===== src/rtl/cal_seq_pkg.sv =====
package cal_seq_pkg;

    typedef enum logic [1:0] {
        ST_PU_DELAY = 2'd0,
        ST_IDLE     = 2'd1,
        ST_RUN      = 2'd2
    } cal_state_t;

endpackage


===== src/rtl/cal_pu_delay.sv =====
// Power-up settling counter: counts enabled cycles, limit chosen at reset.
module cal_pu_delay #(
    parameter int unsigned DLY_SHORT = 6,
    parameter int unsigned DLY_LONG  = 12
) (
    input  logic clk_i,
    input  logic rst_i,
    input  logic sel_i,
    input  logic count_en_i,
    output logic done_o
);
    localparam int unsigned DMAX = (DLY_LONG > DLY_SHORT) ? DLY_LONG : DLY_SHORT;
    localparam int unsigned CW   = $clog2(DMAX + 1);

    logic          sel_q;
    logic [CW-1:0] cnt_q;
    logic [CW-1:0] limit;

    assign limit  = sel_q ? CW'(DLY_LONG - 1) : CW'(DLY_SHORT - 1);
    assign done_o = count_en_i && (cnt_q == limit);

    always_ff @(posedge clk_i) begin
        if (rst_i) begin
            sel_q <= sel_i;
            cnt_q <= '0;
        end else if (count_en_i && !done_o) begin
            cnt_q <= cnt_q + CW'(1);
        end
    end
endmodule


===== src/rtl/cal_cmd_qual.sv =====
// Command qualifier: consecutive low cycles, then consecutive high cycles.
module cal_cmd_qual #(
    parameter int unsigned TCAL_L = 4,
    parameter int unsigned TCAL_H = 4
) (
    input  logic clk_i,
    input  logic rst_i,
    input  logic en_i,
    input  logic cmd_i,
    output logic fire_o
);
    localparam int unsigned LW = $clog2(TCAL_L + 1);
    localparam int unsigned HW = $clog2(TCAL_H + 1);

    logic [LW-1:0] lo_q;
    logic [HW-1:0] hi_q;
    logic          lo_ok;

    assign lo_ok  = (lo_q == LW'(TCAL_L));
    assign fire_o = en_i && cmd_i && lo_ok && (hi_q == HW'(TCAL_H - 1));

    always_ff @(posedge clk_i) begin
        if (rst_i || !en_i || fire_o) begin
            lo_q <= '0;
            hi_q <= '0;
        end else if (cmd_i) begin
            if (lo_ok) begin
                hi_q <= hi_q + HW'(1);
            end else begin
                lo_q <= '0;
                hi_q <= '0;
            end
        end else begin
            hi_q <= '0;
            if (hi_q != '0) begin
                lo_q <= LW'(1);
            end else if (!lo_ok) begin
                lo_q <= lo_q + LW'(1);
            end
        end
    end
endmodule


===== src/rtl/cal_run_timer.sv =====
// Fixed-length run period standing in for the analog trim.
module cal_run_timer #(
    parameter int unsigned RUN_LEN = 10
) (
    input  logic clk_i,
    input  logic rst_i,
    input  logic run_i,
    output logic done_o
);
    localparam int unsigned RW = $clog2(RUN_LEN + 1);

    logic [RW-1:0] cnt_q;

    assign done_o = run_i && (cnt_q == RW'(RUN_LEN - 1));

    always_ff @(posedge clk_i) begin
        if (rst_i || !run_i || done_o) begin
            cnt_q <= '0;
        end else begin
            cnt_q <= cnt_q + RW'(1);
        end
    end
endmodule


===== src/rtl/cal_sequencer.sv =====
module cal_sequencer #(
    parameter int unsigned TCAL_L    = 4,
    parameter int unsigned TCAL_H    = 4,
    parameter int unsigned DLY_SHORT = 6,
    parameter int unsigned DLY_LONG  = 12,
    parameter int unsigned RUN_LEN   = 10
) (
    input  logic clk_i,
    input  logic rst_i,
    input  logic cal_cmd_i,
    input  logic dly_sel_i,
    input  logic pwr_dn_i,
    output logic busy_o,
    output logic clk_en_o,
    output logic data_valid_o
);
    import cal_seq_pkg::*;

    cal_state_t state_q, state_d;
    logic       pu_done, cmd_fire, run_done;
    logic       pu_count_en, qual_en, running;

    assign running     = (state_q == ST_RUN);
    assign pu_count_en = (state_q == ST_PU_DELAY) && !pwr_dn_i;
    assign qual_en     = !running && !pwr_dn_i;

    cal_pu_delay #(.DLY_SHORT(DLY_SHORT), .DLY_LONG(DLY_LONG)) pu_i (
        .clk_i(clk_i), .rst_i(rst_i), .sel_i(dly_sel_i),
        .count_en_i(pu_count_en), .done_o(pu_done)
    );

    cal_cmd_qual #(.TCAL_L(TCAL_L), .TCAL_H(TCAL_H)) qual_i (
        .clk_i(clk_i), .rst_i(rst_i), .en_i(qual_en),
        .cmd_i(cal_cmd_i), .fire_o(cmd_fire)
    );

    cal_run_timer #(.RUN_LEN(RUN_LEN)) run_i (
        .clk_i(clk_i), .rst_i(rst_i), .run_i(running), .done_o(run_done)
    );

    always_comb begin
        state_d = state_q;
        unique case (state_q)
            ST_PU_DELAY: begin
                if (!pwr_dn_i && (cmd_fire || pu_done)) state_d = ST_RUN;
            end
            ST_IDLE: begin
                if (cmd_fire) state_d = ST_RUN;
            end
            ST_RUN: begin
                if (pwr_dn_i || run_done) state_d = ST_IDLE;
            end
            default: state_d = ST_IDLE;
        endcase
    end

    always_ff @(posedge clk_i) begin
        if (rst_i) begin
            state_q <= cal_cmd_i ? ST_IDLE : ST_PU_DELAY;
        end else begin
            state_q <= state_d;
        end
    end

    always_comb begin
        busy_o       = running;
        clk_en_o     = !running;
        data_valid_o = !running;
    end
endmodule


===== config.mk =====
export PLATFORM = sky130hd
export DESIGN_NAME = cal_sequencer
export DESIGN_NICKNAME = d
export VERILOG_FILES = /design/src/rtl/cal_seq_pkg.sv /design/src/rtl/cal_pu_delay.sv /design/src/rtl/cal_cmd_qual.sv /design/src/rtl/cal_run_timer.sv /design/src/rtl/cal_sequencer.sv
export SDC_FILE = /design/constraint.sdc
export NUM_CORES = 1
export LEC_CHECK = 0
export BUFFER_PORTS_ARGS = -buffer_cell sky130_fd_sc_hd__buf_4
export CAP_MARGIN = 20
export CORE_MARGIN = 8
export CORE_UTILIZATION = 25
export CTS_CLUSTER_SIZE = 16
export DETAILED_ROUTE_END_ITERATION = 12
export GPL_ROUTABILITY_DRIVEN = 0
export MAX_ROUTING_LAYER = met4
export PLACE_DENSITY_LB_ADDON = 0.05
export SLEW_MARGIN = 20
export SYNTH_ARGS = -nofsm -noshare
export SYNTH_HDL_FRONTEND = slang
export SYNTH_SLANG_ARGS = --single-unit
export TNS_END_PERCENT = 50

===== constraint.sdc =====
create_clock -name clk_i -period 1.35 [get_ports clk_i]
set_input_delay 0 -clock clk_i [delete_from_list [all_inputs] [get_ports clk_i]]
set_output_delay 0 -clock clk_i [all_outputs]
set_load 0.01 [all_outputs]

# Word level (Yosys, flattened, before mapping)
# Cells that the tools add are included.
dict set report op_classes {
  bitwise 2
  mux 11
  reduce_logical 24
  eq_ne 11
  addsub 4
}
# op n
set op_table {}
lappend op_table {{2-to-1 mux 3 bit} 4}
lappend op_table {{logical AND 1 bit} 9}
lappend op_table {{adder 4 x 1 -> 4 bit, second input constant} 2}
lappend op_table {{2-to-1 mux 2 bit} 4}
lappend op_table {{adder 3 x 1 -> 3 bit, second input constant} 2}
lappend op_table {{logical OR 1 bit} 6}
lappend op_table {{!= test 3 bit, second input constant} 2}
lappend op_table {{case mux 2 bit (3 select lines)} 1}
lappend op_table {{== test 4 bit} 1}
lappend op_table {{== test 4 bit, second input constant} 1}
lappend op_table {{zero test 1 bit} 4}
lappend op_table {{2-to-1 mux 4 bit} 1}
lappend op_table {{!= test 2 bit, second input constant} 2}
lappend op_table {{== test 3 x 2 -> 1 bit, second input constant} 1}
lappend op_table {{== test 3 bit, second input constant} 1}
lappend op_table {{!= test 3 x 2 -> 1 bit, second input constant} 1}
lappend op_table {{AND reduction 3 bit} 1}
lappend op_table {{nonzero test 3 bit} 1}
lappend op_table {{OR reduction 3 bit} 1}
lappend op_table {{== test 2 x 1 -> 1 bit, second input constant} 1}
lappend op_table {{== test 2 bit, second input constant} 1}
lappend op_table {{zero test 2 bit} 1}
lappend op_table {{NOT 1 bit} 2}
lappend op_table {{AND reduction 2 bit} 1}
lappend op_table {{2-to-1 mux 1 bit} 1}
dict set report totals {
  inputBits 5
  out_inout_bits 3
  reg_bits 17
  elab_cells 58
}

# Depth between registers and ports, before layout
# Gate-level depths: netlist (run 1).
dict set report depth {
  depth_word 11
  ltp_mapped 5
  ltp_nobuf 5
}

# By module
# Synthesis (run 1) repeated with hierarchy kept, for this count alone.
dict set report unflattened {
  hier_cells 102
  area_unflattened_um2 928.4
}
# mod instances seq_area_each_um2 cells_per_inst area_per_inst_um2
set modules_own_cells {}
lappend modules_own_cells {cal_cmd_qual 1 120.1 40 336.6}
lappend modules_own_cells {cal_pu_delay 1 110.1 28 266.5}
lappend modules_own_cells {cal_run_timer 1 80.1 18 180.2}
lappend modules_own_cells {cal_sequencer 1 60.1 16 145.1}

# Least setup slack after synthesis (run 1)
# Ideal clock, no wire load.
dict set report synth_timing {
  path_kind {register to register}
  startpoint {register pu_i.cnt_q[0]}
  endpoint {register pu_i.cnt_q[2]}
  path_buffers 0
  required_ns 1.268
  stages_incl_launch_ff 5
  setup_time_ns 0.082
  arrival_time_ns 1.389
  synth_period_minus_slack_ns 1.471
  slack_ns -0.121
  path_cell_list {dfxtp_1 -> ha_1 -> or3b_1 -> or4_1 -> o2111ai_1}
}
dict set report synth_between {
  elab_chain_cells 4
  word_cells_on_any_way 5
  cone_classes {add/sub (1); eq/ne (1); reduce/logical (3)}
}
# element line_no
set synth_lines {}
lappend synth_lines {{start: declaration} cal_pu_delay.sv:16} ;# logic [CW-1:0] cnt_q;
lappend synth_lines {{start signal: assignment} cal_pu_delay.sv:27} ;# cnt_q <= cnt_q + CW'(1);
lappend synth_lines {{branches (longest 4 deep; another with adder 4 x 1 -> 4 bit)} n/a}
# Several ways; the timed one is not identified.
# A chain may end at the register's enable or synchronous reset.

# Final worst setup path (run 1)
dict set report layout_timing {
  startpoint {register pu_i.cnt_q[1]}
  endpoint {register pu_i.cnt_q[2]}
}
# Same word-level chain as after synthesis.

==> flow_summary.yaml, run 1 <==
run_status:
  status: "finished, violations left"
  violations: "setup timing"
synthesis:
  synth_edf_count: 3
  synthDistinctLibCells: 38
  async_flop_share_pct: 0
  synth_fp_nets: 112
  synth-seq-area-share_pct: 40.2
  avgSynthCellArea_um2: 9.30
  ys.flop_type: "dfxtp_1"
  ys_ff_latch: 17
  syn-cell-area_um2: 921
  syn_inst: 99
  ys_warn_count: 0
timing:
  fin_worst_skew_ps: 1.85
  worstMarginPinSlew_ps: 258
  setup_ws_ps: -87.6
  tns_ps: -92.9
  fmax_ghz: 0.696
  period_share_pct: 106
  slew_viol_final: 0
  slew_headroom_pct: 82.8
  setup_viol: 3
  min_period_ps: 1440
  grt_setup_unrepaired: "yes"
  hold_viol: 0
drt:
  met3_length_um: 58
  drc_errors: 0
  vias: 798
  top_layer_used: "met4"
  wirelength_um: 2000
  drt-pass1-iter-count: 4
  wl_met1_um: 1030
  drt_iter0_drc: 36
  wl_met2_um: 884
  ant_nets: 0
  routed_via_density: 4.56
  wire_per_inst_um: 11.4
global_route:
  grt_pass1_wl_um: 3460
  grt_pass1_vias: 760
  grt_overflow: 0
  grt_use_total_pct: 7.44
  antenna_found_initial: 0
  grt_start_max_net_pins: 13
floorplanning:
  fp.dieH_um: 76.7
  num_rows: 22
  io_pins: 8
  die_area_um2: 5880
  core_area_um2: 3610
  start_util_pct: 25.5
  dieWidth_um: 76.7
setup_path:
  cp.required_ps: 1520
  path_class: "flip-flop to flip-flop"
  reg2reg_to: "pu_i.cnt_q[2]"
  rrSetupSlack_ps: -90
  path_max_fanout: 3
  r2r-start: "pu_i.cnt_q[1]"
  critPathLaunchType: "flip-flop"
  worst_r2r_path_depth: 4
  crit_arrival_ps: 1610
  cp-end-kind: "flip-flop"
place:
  post_dp_cell_area_um2: 1160
  portBuffers: 7
  dp_hpwl_um: 1530
  place_ws_ps: -99.6
clock_tree:
  numCtsBuffers: 3
  cts_root_buf: "clkbuf_8"
  clock_latency_ps: 250
  clk_pin_slew_worst_paths_ps: 70
  cts_tree: "built"
  cts_setup_buffers: 0
  htree_levels: 1
  clockBufferDepth: 2
  clock_sinks: 17
finish:
  final_common_cell: "buf_4"
  final_cell_mix: "buf_4, nor2_1, inv_1, dfxtp_1, ha_1"
  syn2layout_area_growth_pct: 40.1
  nets: 141
  drive_above_1_share_pct: 36.2
  final_area_um2: 1290
  antenna_cells: 0
min_path:
  worst_hold_path.num_cells: 2
  worstHoldStart: "rst_i"
  hold_class: "input port to flip-flop"
  holdPathEnd: "pu_i.cnt_q[3]"
pwr:
  intPower_uw: 866
  pwr_density_cell_nw_per_um2: 897
  ir_drop_uv: 363
  power_frac_seq_pct: 48.5
  switching_share_pct: 25.2
  switchingPower_uw: 291
  p_clk_share_pct: 33.1
  p_leak_nw: 0.526
  comb_power_share_pct: 18.3
  power.total_mw: 1.16
job:
  maxCapViolCount: 0
==> power by group through the flow <==
stage | logic (mW) | registers, mW | clock network, mW
6_report | 0.212 | 0.561 | 0.383
5_1_grt | 0.233 | 0.566 | 0.428
4_1_cts | 0.202 | 0.561 | 0.406
3_5_place_dp | 0.188 | 0.570 | 0
3_3_place_gp | 0.190 | 0.570 | 0
2_1_floorplan | 0.0829 | 0.575 | 0
==> final cells by class <==
class,instances,area [µm²]
Timing Repair Buffer,26,201
Fill cell,384,2320
Sequential cell,17,382
Tap cell,48,60.1
Multi-Input combinational cell,70,564
Inverter,10,37.5
Clock buffer,4,45.0
==> logic make-up after synthesis <==
group / count (synthesis) / share of synthesized area (%)
XOR/XNOR: 2 / 1.90
multiplexers: 1 / 1.22
AO/OA/AOI/OAI: 20 / 14.9
flip-flops: 17 / 40.2
adder cells (fa/ha/maj): 8 / 10.9
AND/OR/NAND/NOR: 39 / 25.5
buffers and inverters: 12 / 5.30
==> how the worst max path moves through the flow <==
stage | start | end | cells after the start
2_1_floorplan | state_q[0] | pu_i.cnt_q[2] | 3
3_3_place_gp | state_q[0] | pu_i.cnt_q[2] | 3
3_5_place_dp | state_q[0] | pu_i.cnt_q[2] | 3
4_1_cts | pu_i.cnt_q[1] | pu_i.cnt_q[2] | 4
5_1_grt | pu_i.cnt_q[1] | pu_i.cnt_q[2] | 4
6_report | pu_i.cnt_q[1] | pu_i.cnt_q[2] | 4
==> routing by layer <==
layer / vias to the layer above / global-route usage [%]
met5: - / -
met4: 0 / 3.46
met3: 2 / 2.91
met2: 6 / 10.8
met1: 376 / 8.81
li1: 414 / -
==> critical path, cell delays in order, from the launching register on <==
cell       delay [ps]
dfxtp_4           370
ha_4              130
or3b_1            320
or4_1             460
o2111ai_1          80
==> synth_stat cells, drive strengths merged, types with 2 or more instances <==
library cell	instances	share of area [%]
nor2	11	4.5
ha	8	11
or3b	2	1.9
o21ai	4	2.2
a31oi	2	1.4
or3	3	2.6
nand4	3	2.0
nand2	2	0.82
a21o	2	1.6
a21oi	4	2.2
nor2b	5	3.4
dfxtp	14	30
nand3	4	2.2
o2111ai	2	1.9
edfxtp	3	9.8
inv	10	4.1
==> metrics by stage <==
| step | instances | utilization, % | hold WS [ps] |
|---|---|---|---|
| 2_1_floorplan | 99 | - | 98.9 |
| 3_3_place_gp | 170 | 32.3 | 180 |
| 3_5_place_dp | 170 | 32.3 | 184 |
| 4_1_cts | 175 | 35.1 | 7.87 |
| 5_1_grt | 175 | 35.8 | 27.2 |
| 6_report | 175 | 35.8 | 21.1 |
==> registers in the layout, indices dropped and copies added (netlist names) <==
name and count:
pu_i.sel_q 1, pu_i.cnt_q 4, run_i.cnt_q 4, qual_i.hi_q 3, qual_i.lo_q 3, state_q 2
==> timing repair <==
item                       4_1_cts  5_1_grt
hold endpoints to repair         1        0
gates cloned                     0        0
hold buffers                     1        0
resized for setup               10        7
setup endpoints to repair        5       12
pin swaps                        6        4
Power figures use the tool's default switching activity.
==> inputs of run 2 (changes only) <==
ABC_AREA = 1   (was not set)
CELL_PAD_IN_SITES_DETAIL_PLACEMENT = 1   (was not set)
CELL_PAD_IN_SITES_GLOBAL_PLACEMENT = 1   (was not set)
==> run 2 against run 1 <==
The run now ends clean. Setup slack gained 89 ps. Clock-buffer cell count unchanged. Sequential power hardly changed. Synthesized area is the same. Register-to-register slack better by 90 ps. Non-clock buffer count down 5. Core utilization decreased by 1.8 points. Critical endpoint is now state_q[1]. Largest cell class unchanged.
==> flow_summary.yaml, run 2 <==
pwr:
  comb_power_share_pct: 14.7
  switching_share_pct: 25.5
  switchingPower_uw: 283
  intPower_uw: 826
  p_leak_nw: 0.531
  power_frac_seq_pct: 50.7
  ir_drop_uv: 271
  p_clk_share_pct: 34.5
  pwr_density_cell_nw_per_um2: 906
global_route:
  met3_usage_pct: 1.86
  grt_overflow: 0
  grt_pass1_wl_um: 3280
  grt_start_max_net_pins: 10
  use_met2_pct: 10.6
  grt_use_met1_pct: 7.93
  grt-busiest-layer: "met2"
  grt_pass1_vias: 741
  antenna_found_initial: 0
  grt_use_total_pct: 7.14
finish:
  top_regs: "pu_i.cnt_q (4), run_i.cnt_q (4)"
  nFillCells: 450
  antenna_cells: 0
  final_area_um2: 1220
  final_cell_mix: "buf_4, nand2_1, inv_1, dfxtp_1, nor2_1"
  drive_above_1_share_pct: 35.0
  final_common_cell: "buf_4"
  finalNonFillerCells: 185
  syn2layout_area_growth_pct: 32.9
  nets: 151
floorplanning:
  fp.dieH_um: 76.7
  io_pins: 8
  num_rows: 22
  start_util_pct: 25.5
  die_area_um2: 5880
  dieWidth_um: 76.7
  core_area_um2: 3610
setup_path:
  reg2reg_to: "state_q[1]"
  r2r-start: "qual_i.hi_q[1]"
  crit_arrival_ps: 1300
  path_class: "flip-flop to flip-flop"
  rrSetupSlack_ps: 1
  worst_r2r_path_depth: 6
  cp.required_ps: 1300
  path_max_fanout: 2
  cp-end-kind: "flip-flop"
  critPathLaunchType: "flip-flop"
drt:
  ant_nets: 0
  vias: 766
  drc_errors: 0
  drt-pass1-iter-count: 4
  routed_via_density: 4.14
  wirelength_um: 1970
  drt_iter0_drc: 48
  wire_per_inst_um: 10.6
clock_tree:
  clock_latency_ps: 250
  htree_levels: 1
  clock_sinks: 17
  cts_root_buf: "clkbuf_8"
  cts_tree: "built"
  clockBufferDepth: 2
  clk_pin_slew_worst_paths_ps: 70
  numCtsBuffers: 3
synthesis:
  syn-cell-area_um2: 921
  synth_edf_count: 3
  synth-seq-area-share_pct: 40.2
  ys_ff_latch: 17
  netlist_top_cells_area: "dfxtp_1, ha_1, edfxtp_1"
  ys_warn_count: 0
  syn_inst: 114
  yosysTopAreaCell: "dfxtp_1"
  synth_fp_nets: 127
  avgSynthCellArea_um2: 8.08
  ys.flop_type: "dfxtp_1"
  async_flop_share_pct: 0
  yosysTopAreaCellShare_pct: 30.4
  synthDistinctLibCells: 25
  synth_common_cells: "nand2_1, inv_1, dfxtp_1, nor2_1, ha_1"
  synthMostInstantiatedCell: "nand2_1"
min_path:
  hold_class: "input port to flip-flop"
  worst_hold_path.num_cells: 4
  holdPathEnd: "qual_i.lo_q[2]"
  worstHoldStart: "cal_cmd_i"
job:
  maxCapViolCount: 0
timing:
  slew_viol_final: 0
  setup_ws_ps: 0.951
  fin_worst_skew_ps: 3.11
  setup_viol: 0
  hold_viol: 0
  min_period_ps: 1350
  worstMarginPinSlew_ps: 270
  period_share_pct: 99.9
  slew_headroom_pct: 82.0
  fmax_ghz: 0.741
  grt_setup_unrepaired: "yes"
place:
  dp.cells: 176
  place_ws_ps: -69.3
  post_dp_cell_area_um2: 1110
  dp_hpwl_um: 1510
  portBuffers: 7
run_status:
  status: "finished, final reports clean"
-- run 2: metal layers --
layer	wire [µm]	part of all wire [%]
met3	54	2.7
met1	959	49
met4	62	3.1
met5	0	0
met2	893	45
-- run 2: worst max-delay path by stage --
stage / to / start / cells past startpoint / slack, ps
5_1_grt: state_q[1] / qual_i.hi_q[1] / 6 / -70
3_3_place_gp: state_q[0] / qual_i.lo_q[0] / 8 / -0.8
2_1_floorplan: state_q[0] / qual_i.lo_q[1] / 8 / 4
3_5_place_dp: state_q[1] / qual_i.lo_q[1] / 8 / -70
6_report: state_q[1] / qual_i.hi_q[1] / 6 / 1
4_1_cts: state_q[1] / qual_i.lo_q[1] / 8 / -30
-- run 2: kinds of logic after synthesis --
family | after synthesis | share of synthesized area (%)
compound gates | 14 | 8.83
fa+ha+maj | 8 | 10.9
simple gates | 49 | 27.3
xor+xnor | 3 | 2.85
flops | 17 | 40.2
buf+inv | 23 | 9.92
-- run 2: cell type report --
type | instances | area, µm² | share of cell area, %
Clock buffer | 4 | 45.0 | 3.68
Inverter | 21 | 78.8 | 6.44
Multi-Input combinational cell | 74 | 503 | 41.1
Sequential cell | 17 | 374 | 30.6
Tap cell | 48 | 60.1 | 4.91
Timing Repair Buffer | 21 | 163 | 13.3
-- run 2: power by group through the flow --
stage / combinational, mW / sequential, mW / clock (mW)
4_1_cts: 0.153 / 0.562 / 0.411
3_3_place_gp: 0.144 / 0.573 / 0
6_report: 0.163 / 0.562 / 0.383
3_5_place_dp: 0.148 / 0.575 / 0
5_1_grt: 0.184 / 0.564 / 0.425
2_1_floorplan: 0.0901 / 0.572 / 0
-- run 2: worst max-delay path: stages, from the launching register on --
cell and delay [ps]:
dfxtp_1 340, ha_2 170, ha_2 160, nand2_2 50, o21ai_1 110, nor2_1 60
nor2_1 150
-- run 2: stage by stage --
stage	hold slack [ps]	setup TNS, ps	util (%)	power [mW]
final	72.3	0	33.9	1.11
after global routing	116	-239	33.9	1.17
after CTS	72.0	-94.8	32.9	1.13
after detailed placement	181	-139	30.8	0.723
after global placement	179	-1.65	30.8	0.718
after floorplan	98.9	0	-	0.662
-- run 2: repair_timing --
item | in CTS | in global routing
hold buffers | 2 | 0
endpoints found under the hold margin | 3 | 0
endpoints found under the setup margin | 5 | 8
gates resized for setup | 1 | 7
buffers inserted | 1 | 2
pin swaps | 5 | 4
